==> src/rtl/cmdq_pkg.sv <==
package cmdq_pkg;

   typedef enum logic [2:0] {
      CLS_UNKNOWN   = 3'd0,
      CLS_PREFETCH  = 3'd1,
      CLS_CFG_INV   = 3'd2,
      CLS_TLB_INV   = 3'd3,
      CLS_ATC_INV   = 3'd4,
      CLS_PAGE_RESP = 3'd5,
      CLS_STALL     = 3'd6,
      CLS_SYNC      = 3'd7
   } cmd_class_e;

   typedef enum logic [1:0] {
      ST_IDLE,
      ST_FETCH,
      ST_WAIT,
      ST_EXEC
   } fsm_e;

   localparam int          ERR_W       = 4;
   localparam logic [3:0]  ERR_NONE    = 4'd0;
   localparam logic [3:0]  ERR_ILLEGAL = 4'd1;
   localparam logic [3:0]  ERR_ABORT   = 4'd2;

   localparam logic [2:0]  OFF_CTRL    = 3'd0;
   localparam logic [2:0]  OFF_BASE    = 3'd1;
   localparam logic [2:0]  OFF_LOG2    = 3'd2;
   localparam logic [2:0]  OFF_PROD    = 3'd3;
   localparam logic [2:0]  OFF_CONS    = 3'd4;

endpackage

==> src/rtl/cmdq_opcode_decode.sv <==
module cmdq_opcode_decode
   import cmdq_pkg::*;
#(
   parameter int OPC_W = 8
) (
   input  logic [OPC_W-1:0] opcode,
   output cmd_class_e       cls,
   output logic             known
);

   generate
      if (OPC_W < 7) begin : g_bad_width
         $error("cmdq_opcode_decode: OPC_W must cover opcode 0x46");
      end
   endgenerate

   localparam int OW = OPC_W;

   // Whole value compared; gaps and out-of-table values fall to default.
   always_comb begin
      case (opcode) inside
         OW'(8'h01), OW'(8'h02):                          cls = CLS_PREFETCH;
         [OW'(8'h03):OW'(8'h07)]:                         cls = CLS_CFG_INV;
         [OW'(8'h10):OW'(8'h13)], OW'(8'h18), OW'(8'h1A),
         [OW'(8'h20):OW'(8'h23)], OW'(8'h28), OW'(8'h2A),
         OW'(8'h30):                                      cls = CLS_TLB_INV;
         OW'(8'h40):                                      cls = CLS_ATC_INV;
         OW'(8'h41):                                      cls = CLS_PAGE_RESP;
         OW'(8'h44), OW'(8'h45):                          cls = CLS_STALL;
         OW'(8'h46):                                      cls = CLS_SYNC;
         default:                                         cls = CLS_UNKNOWN;
      endcase
   end

   assign known = (cls != CLS_UNKNOWN);

endmodule

==> src/rtl/cmdq_ptr_math.sv <==
module cmdq_ptr_math #(
   parameter int ADDR_W     = 32,
   parameter int LOG2_MAX   = 8,
   parameter int ENTRY_LOG2 = 4,
   localparam int PTR_W     = LOG2_MAX + 1,
   localparam int L2_W      = $clog2(LOG2_MAX + 1)
) (
   input  logic [L2_W-1:0]   log2size,
   input  logic [ADDR_W-1:0] base,
   input  logic [PTR_W-1:0]  prod,
   input  logic [PTR_W-1:0]  cons,
   output logic [PTR_W-1:0]  wrap_idx_mask,
   output logic [ADDR_W-1:0] entry_addr,
   output logic [PTR_W-1:0]  cons_next,
   output logic              empty,
   output logic              full
);

   logic [PTR_W-1:0] wrap_bit;
   logic [PTR_W-1:0] idx;
   logic [PTR_W-1:0] diff;

   // Per-bit masks derived from the live log2size.
   for (genvar b = 0; b < PTR_W; b++) begin : g_mask
      assign wrap_idx_mask[b] = (L2_W'(b) <= log2size);
      assign wrap_bit[b]      = (L2_W'(b) == log2size);
   end

   assign diff  = (prod ^ cons) & wrap_idx_mask;
   assign empty = (diff == '0);
   assign full  = (diff == wrap_bit);

   assign idx = cons & wrap_idx_mask & ~wrap_bit;

   assign entry_addr = {base[ADDR_W-1:ENTRY_LOG2], {ENTRY_LOG2{1'b0}}}
                     + (ADDR_W'(idx) << ENTRY_LOG2);

   // Bits above the wrap flag are carried through unchanged.
   assign cons_next = ((cons + 1'b1) & wrap_idx_mask) | (cons & ~wrap_idx_mask);

endmodule

==> src/rtl/cmdq_consumer.sv <==
module cmdq_consumer
   import cmdq_pkg::*;
#(
   parameter int ADDR_W     = 32,
   parameter int DATA_W     = 64,
   parameter int LOG2_MAX   = 8,
   parameter int ENTRY_LOG2 = 4,
   parameter int OPC_W      = 8,
   parameter int REG_W      = 32,
   parameter int ERR_LSB    = 24
) (
   input  logic              clk,
   input  logic              rst_n,
   input  logic              reg_wr_en,
   input  logic [2:0]        reg_wr_addr,
   input  logic [REG_W-1:0]  reg_wr_data,
   input  logic [2:0]        reg_rd_addr,
   output logic [REG_W-1:0]  reg_rd_data,
   output logic              mem_req_valid,
   input  logic              mem_req_ready,
   output logic [ADDR_W-1:0] mem_req_addr,
   input  logic              mem_rsp_valid,
   input  logic [DATA_W-1:0] mem_rsp_data,
   input  logic              mem_rsp_err,
   output logic              exec_valid,
   output logic [2:0]        exec_class,
   output logic [OPC_W-1:0]  exec_opcode,
   output logic [DATA_W-1:0] exec_payload,
   input  logic              exec_done,
   output logic              queue_empty,
   output logic              queue_full,
   output logic              evtq_enable,
   output logic              err_irq
);

   localparam int PTR_W = LOG2_MAX + 1;
   localparam int L2_W  = $clog2(LOG2_MAX + 1);

   generate
      if (ERR_LSB < PTR_W || ERR_LSB + ERR_W > REG_W) begin : g_bad_err_pos
         $error("cmdq_consumer: error field overlaps pointer or register edge");
      end
      if (ADDR_W > REG_W) begin : g_bad_addr
         $error("cmdq_consumer: base must fit one register");
      end
      if (OPC_W > DATA_W || ENTRY_LOG2 >= ADDR_W) begin : g_bad_entry
         $error("cmdq_consumer: entry geometry inconsistent");
      end
   endgenerate

   logic [1:0]        ctrl_q;
   logic [ADDR_W-1:0] base_q;
   logic [L2_W-1:0]   l2_q;
   logic [PTR_W-1:0]  prod_q;
   logic [PTR_W-1:0]  cons_ptr_q;
   logic [ERR_W-1:0]  cons_err_q;
   fsm_e              state_q;
   logic [DATA_W-1:0] cmd_q;
   cmd_class_e        cls_q;

   logic [PTR_W-1:0]  wim;
   logic [PTR_W-1:0]  cons_next;
   logic              empty, full;
   cmd_class_e        dec_cls;
   logic              dec_known;
   logic              cons_wr;

   cmdq_ptr_math #(
      .ADDR_W    (ADDR_W),
      .LOG2_MAX  (LOG2_MAX),
      .ENTRY_LOG2(ENTRY_LOG2)
   ) u_ptr (
      .log2size     (l2_q),
      .base         (base_q),
      .prod         (prod_q),
      .cons         (cons_ptr_q),
      .wrap_idx_mask(wim),
      .entry_addr   (mem_req_addr),
      .cons_next    (cons_next),
      .empty        (empty),
      .full         (full)
   );

   cmdq_opcode_decode #(.OPC_W(OPC_W)) u_dec (
      .opcode(mem_rsp_data[OPC_W-1:0]),
      .cls   (dec_cls),
      .known (dec_known)
   );

   assign cons_wr = reg_wr_en && (reg_wr_addr == OFF_CONS);

   // Register file and consumer state machine.
   always_ff @(posedge clk) begin
      if (!rst_n) begin
         ctrl_q     <= '0;
         base_q     <= '0;
         l2_q       <= '0;
         prod_q     <= '0;
         cons_ptr_q <= '0;
         cons_err_q <= ERR_NONE;
         state_q    <= ST_IDLE;
         cmd_q      <= '0;
         cls_q      <= CLS_UNKNOWN;
      end else begin
         case (state_q)
            ST_IDLE: begin
               if (ctrl_q[0] && cons_err_q == ERR_NONE && !empty)
                  state_q <= ST_FETCH;
            end
            ST_FETCH: begin
               if (mem_req_ready) state_q <= ST_WAIT;
            end
            ST_WAIT: begin
               if (mem_rsp_valid) begin
                  if (mem_rsp_err) begin
                     cons_err_q <= ERR_ABORT;
                     state_q    <= ST_IDLE;
                  end else if (!dec_known) begin
                     cons_err_q <= ERR_ILLEGAL;
                     state_q    <= ST_IDLE;
                  end else begin
                     cmd_q   <= mem_rsp_data;
                     cls_q   <= dec_cls;
                     state_q <= ST_EXEC;
                  end
               end
            end
            ST_EXEC: begin
               if (exec_done) begin
                  cons_ptr_q <= cons_next;
                  state_q    <= ST_IDLE;
               end
            end
            default: state_q <= ST_IDLE;
         endcase

         if (reg_wr_en) begin
            case (reg_wr_addr)
               OFF_CTRL: ctrl_q <= reg_wr_data[1:0];
               OFF_BASE: base_q <= reg_wr_data[ADDR_W-1:0];
               OFF_LOG2: begin
                  if (reg_wr_data > REG_W'(LOG2_MAX)) l2_q <= L2_W'(LOG2_MAX);
                  else                                l2_q <= reg_wr_data[L2_W-1:0];
               end
               OFF_PROD: prod_q <= reg_wr_data[PTR_W-1:0] & wim;
               OFF_CONS: begin
                  cons_ptr_q <= reg_wr_data[PTR_W-1:0] & wim;
                  cons_err_q <= reg_wr_data[ERR_LSB +: ERR_W];
               end
               default: ;
            endcase
         end
      end
   end

   always_comb begin
      case (reg_rd_addr)
         OFF_CTRL: reg_rd_data = REG_W'(ctrl_q);
         OFF_BASE: reg_rd_data = REG_W'(base_q);
         OFF_LOG2: reg_rd_data = REG_W'(l2_q);
         OFF_PROD: reg_rd_data = REG_W'(prod_q);
         OFF_CONS: reg_rd_data = (REG_W'(cons_err_q) << ERR_LSB) | REG_W'(cons_ptr_q);
         default:  reg_rd_data = '0;
      endcase
   end

   assign mem_req_valid = (state_q == ST_FETCH);
   assign exec_valid    = (state_q == ST_EXEC);
   assign exec_class    = cls_q;
   assign exec_opcode   = cmd_q[OPC_W-1:0];
   assign exec_payload  = cmd_q;
   assign queue_empty   = empty;
   assign queue_full    = full;
   assign evtq_enable   = ctrl_q[1];
   assign err_irq       = (cons_err_q != ERR_NONE);

   // ---------------- assertions ----------------
   assert_full_empty_excl_R2: assert property (@(posedge clk) disable iff (!rst_n)
      !(queue_full && queue_empty));

   assert_fetch_needs_enable_R4: assert property (@(posedge clk) disable iff (!rst_n)
      $rose(mem_req_valid) |-> $past(ctrl_q[0]));

   assert_exec_known_R5: assert property (@(posedge clk) disable iff (!rst_n)
      exec_valid |-> exec_class != 3'd0);

   assert_err_halts_R6: assert property (@(posedge clk) disable iff (!rst_n)
      ($rose(err_irq) && !$past(cons_wr)) |-> (!mem_req_valid && !exec_valid));

   assert_cmd_held_R8: assert property (@(posedge clk) disable iff (!rst_n)
      (exec_valid && !exec_done) |=> (exec_valid && $stable(exec_payload)));

   assert_adv_after_done_R8: assert property (@(posedge clk) disable iff (!rst_n)
      ((cons_ptr_q != $past(cons_ptr_q)) && !$past(cons_wr))
         |-> $past(exec_valid && exec_done));

   assert_fetch_clean_R9: assert property (@(posedge clk) disable iff (!rst_n)
      $rose(mem_req_valid) |-> ($past(cons_err_q) == ERR_NONE));

endmodule

==> config.mk <==
export PLATFORM = sky130hd
export DESIGN_NAME = cmdq_consumer
export DESIGN_NICKNAME = d
export VERILOG_FILES = /design/src/rtl/cmdq_pkg.sv /design/src/rtl/cmdq_opcode_decode.sv /design/src/rtl/cmdq_ptr_math.sv /design/src/rtl/cmdq_consumer.sv
export SDC_FILE = /design/constraint.sdc
export NUM_CORES = 1
export LEC_CHECK = 0
export BUFFER_PORTS_ARGS = -buffer_cell sky130_fd_sc_hd__buf_2
export CORE_MARGIN = 2
export CORE_UTILIZATION = 54
export DETAILED_ROUTE_END_ITERATION = 6
export MAX_ROUTING_LAYER = met4
export PLACE_DENSITY_LB_ADDON = 0.08
export REMOVE_ABC_BUFFERS = 1
export SKIP_CTS_REPAIR_TIMING = 1
export SYNTH_ARGS = -nofsm -noshare
export SYNTH_HDL_FRONTEND = slang
export SYNTH_HIERARCHICAL = 1
export SYNTH_SLANG_ARGS = --single-unit
==> constraint.sdc <==
create_clock -name clk -period 6.15 [get_ports clk]
set_clock_uncertainty 0.15 [all_clocks]
set_input_delay 1.845 -clock clk [delete_from_list [all_inputs] [get_ports clk]]
set_output_delay 1.845 -clock clk [all_outputs]
set_load 0.005 [all_outputs]
==> flow_metrics.env <==
export IMPL_drt_initial_drc_count=494
export IMPL_die_w_um=116
export IMPL_drt_total_wl_um=20200
export IMPL_pre_cts_slack_ps=913
export IMPL_grt_start_max_net_pins=85
export IMPL_rows=40
export IMPL_p_sw_uw=478
export IMPL_synthToLayoutAreaGrowth_pct=26.2
export IMPL_cap_violations=0
export IMPL_drc=0
export IMPL_fin_setup_tns_ps=0
export IMPL_clock_latency_ps=420
export IMPL_finalSetupViolCount=0
export IMPL_p_per_area_nw_per_um2=232
export IMPL_clock_sinks=129
export IMPL_arrival_ps=3550
export IMPL_fp_coreArea_um2=12100
export IMPL_synthTopCellsByArea="dfxtp_1 38%, nand2_1 13%, a21oi_1 10%"
export IMPL_synth_edf_count=0
export IMPL_io_buffer_count=249
export IMPL_worst_setup_path_start_kind="flip-flop"
export IMPL_crit_path_max_fanout=18
export IMPL_p_leak_uw=0.00386
export IMPL_antenna_found_initial=0
export IMPL_fin_crit_sh_pct=90.2
export IMPL_min_from="exec_payload[56]"
export IMPL_critPathSlowestCell="dfxtp_1"
export IMPL_end_kind="output pin"
export IMPL_r2r_start="l2_q[3]"
export IMPL_fp_dieH_um=116
export IMPL_hold_class="flip-flop to flip-flop"
export IMPL_cp_slowest_stage_delay_ps=470
export IMPL_min_to="exec_payload[56]"
export IMPL_cts_root_buf="clkbuf_16"
export IMPL_numCtsBuffers=17
export IMPL_rsz0062_at_grt="false"
export IMPL_yosysMostFrequentCell="nand2_1"
export IMPL_clkPwrFrac_pct=50.2
export IMPL_fillers=1059
export IMPL_ff2ff_path_depth=10
export IMPL_crit_buf_inv=1
export IMPL_antenna_left=0
export IMPL_grt_pass1_vias=6203
export IMPL_htree_levels=4
export IMPL_rrSetupSlack_ps=3750
export IMPL_p_int_uw=1500
export IMPL_slew_headroom_pct=41.0
export IMPL_worst_slack_ps=602
export IMPL_cts_buffer_depth=2
export IMPL_grt_pass1_wl_um=30600
export IMPL_die_area_um2=13400
export IMPL_ys_async_sr_fraction_pct=0
export IMPL_ys_ff_latch=129
export IMPL_final_hold_violation_count=0
export IMPL_fmax_mhz=180
export IMPL_clkTransAtPathRegs_ps=60
export IMPL_r2r_end="state_q[0]"
export IMPL_ys_top_cells_by_count="242 x nand2_1, 140 x a21oi_1, 129 x dfxtp_1, 29 x and2_1, 27 x clkbuf_1"
export IMPL_synth_cell_types=67
export IMPL_ys_seq_area_share_pct=38.2
export IMPL_drive_gt1_share_pct=27.6
export IMPL_total_power_uw=1980
export IMPL_cts_tree="done"
export IMPL_fin_nets=1217
export IMPL_cp_top_family="simple AND/OR/NAND/NOR gates"
export IMPL_netlist_instances=885
export IMPL_hold_depth=2
export IMPL_max_vdd_ir_drop_v=0.000185
export IMPL_synthesis_area_um2=6770
export IMPL_vias=6956
export IMPL_synth_ff_type="dfxtp_1"
export IMPL_hpwl_um=14400
export IMPL_crit_type="flip-flop to output pin"
export IMPL_seq_power_share_pct=43.2
export IMPL_status="finished, final reports clean"
export IMPL_synth_top_area_share_pct=38.2
export IMPL_sw_frac_of_total_pct=24.2
export IMPL_avgSynthCellArea_um2=7.64
export IMPL_routedWlPerCell_um=15.8
export IMPL_grt_remaining_overflow=0
export IMPL_period_needed_ps=5550
export IMPL_dr_pass1_iters=6
export IMPL_groute_usage_overall_pct=30.1
export IMPL_slew_viol_final=0
export IMPL_floorplan_initialDensity_pct=55.9
export IMPL_comb_power_share_pct=6.6
export IMPL_yosysTopAreaCell="dfxtp_1"
export IMPL_ios=254
export IMPL_gp_congestion=0.919
export IMPL_worstPathCellList="or2_2, nor3_2, nor2_1, ha_1, fa_1, a21o_1, a221oi_2, o21ai_2, nor3b_1, xor2_1, buf_2"
export IMPL_tightest_slew_ps=882
export IMPL_via_per_inst=5.43
export IMPL_required_ps=4160
export IMPL_yosysWarnings=6
[sequential cells by signal, indices dropped and copies added (netlist names)]
signal / count
base_q: 32
l2_q: 4
ctrl_q: 2
cons_ptr_q: 9
state_q: 2
prod_q: 9
exec_payload: 64
exec_class: 3
cons_err_q: 4
[cell families after synthesis]
logic type	Yosys count	share of synthesized area [%]
flops	129	38.2
other cells	2	0.111
mux	27	4.03
fa+ha+maj	12	2.29
compound gates	207	17.6
simple gates	392	26.7
xor+xnor	43	5.57
buf+inv	73	5.57
[stage by stage]
stage               hold WS [ps]  std cells  cell area, µm²  utilization (%)
finish                       302       1280            8530             70.5
global route                 318       1278            8530             70.4
CTS                          301       1278            8530             70.4
detailed placement           294       1246            7950             65.6
global placement             288       1246            7950             65.6
floorplan                    286        824            6430                -
[tightest hold or removal path: stages, from the launching register on]
cell and delay [ps]:
dfxtp_1 300, nand2_1 50, a21oi_1 50
[power by group through the flow]
stage | Combinational [µW] | Sequential (µW) | Clock (µW)
floorplan | 55.4 | 870 | 0
global placement | 128 | 873 | 0
detailed placement | 129 | 873 | 0
CTS | 130 | 855 | 1010
global route | 143 | 856 | 1050
finish | 131 | 855 | 993
[metal layers]
layer,routed length [µm],vias up,track usage (%)
met5,0,-,-
met4,475,0,12.3
met3,1400,40,6.54
met2,9940,291,48.3
met1,8340,3185,36.9
li1,-,3440,-
[worst max path at each step]
stage                    from          endpoint  slack, ps  cells past startpoint
2_1_floorplan         l2_q[3]  mem_req_addr[28]       1540                     10
3_3_place_gp   reg_rd_addr[2]   reg_rd_data[28]        980                      5
3_5_place_dp   reg_rd_addr[2]   reg_rd_data[22]        910                      5
4_1_cts               l2_q[3]  mem_req_addr[28]        610                     11
5_1_grt               l2_q[3]  mem_req_addr[28]        420                     11
6_report              l2_q[3]  mem_req_addr[28]        600                     11
[layout make-up]
cell class / instances / area (µm²) / area share (%)
sequential: 129 / 2580 / 30.3
antenna: 2 / 5.00 / 0.0586
timing repair buffer: 254 / 1300 / 15.2
inverter: 9 / 35.0 / 0.410
tap: 168 / 210 / 2.46
clock inverter: 14 / 154 / 1.80
clock buffer: 18 / 429 / 5.03
multi-input combinational: 686 / 3820 / 44.8
[placed cells by master, fill, tap and decap left out, types with 11 or more instances in the layout]
| cell type | count |
|---|---|
| o21ai_0 | 17 |
| dfxtp_1 | 129 |
| nor2_1 | 24 |
| buf_2 | 249 |
| xor2_1 | 24 |
| a211oi_1 | 11 |
| mux2i_1 | 25 |
| nand3_1 | 23 |
| and2_1 | 29 |
| clkbuf_16 | 17 |
| a21oi_1 | 140 |
| nand2_1 | 242 |
| xnor2_1 | 19 |
Power figures use the tool's default switching activity.
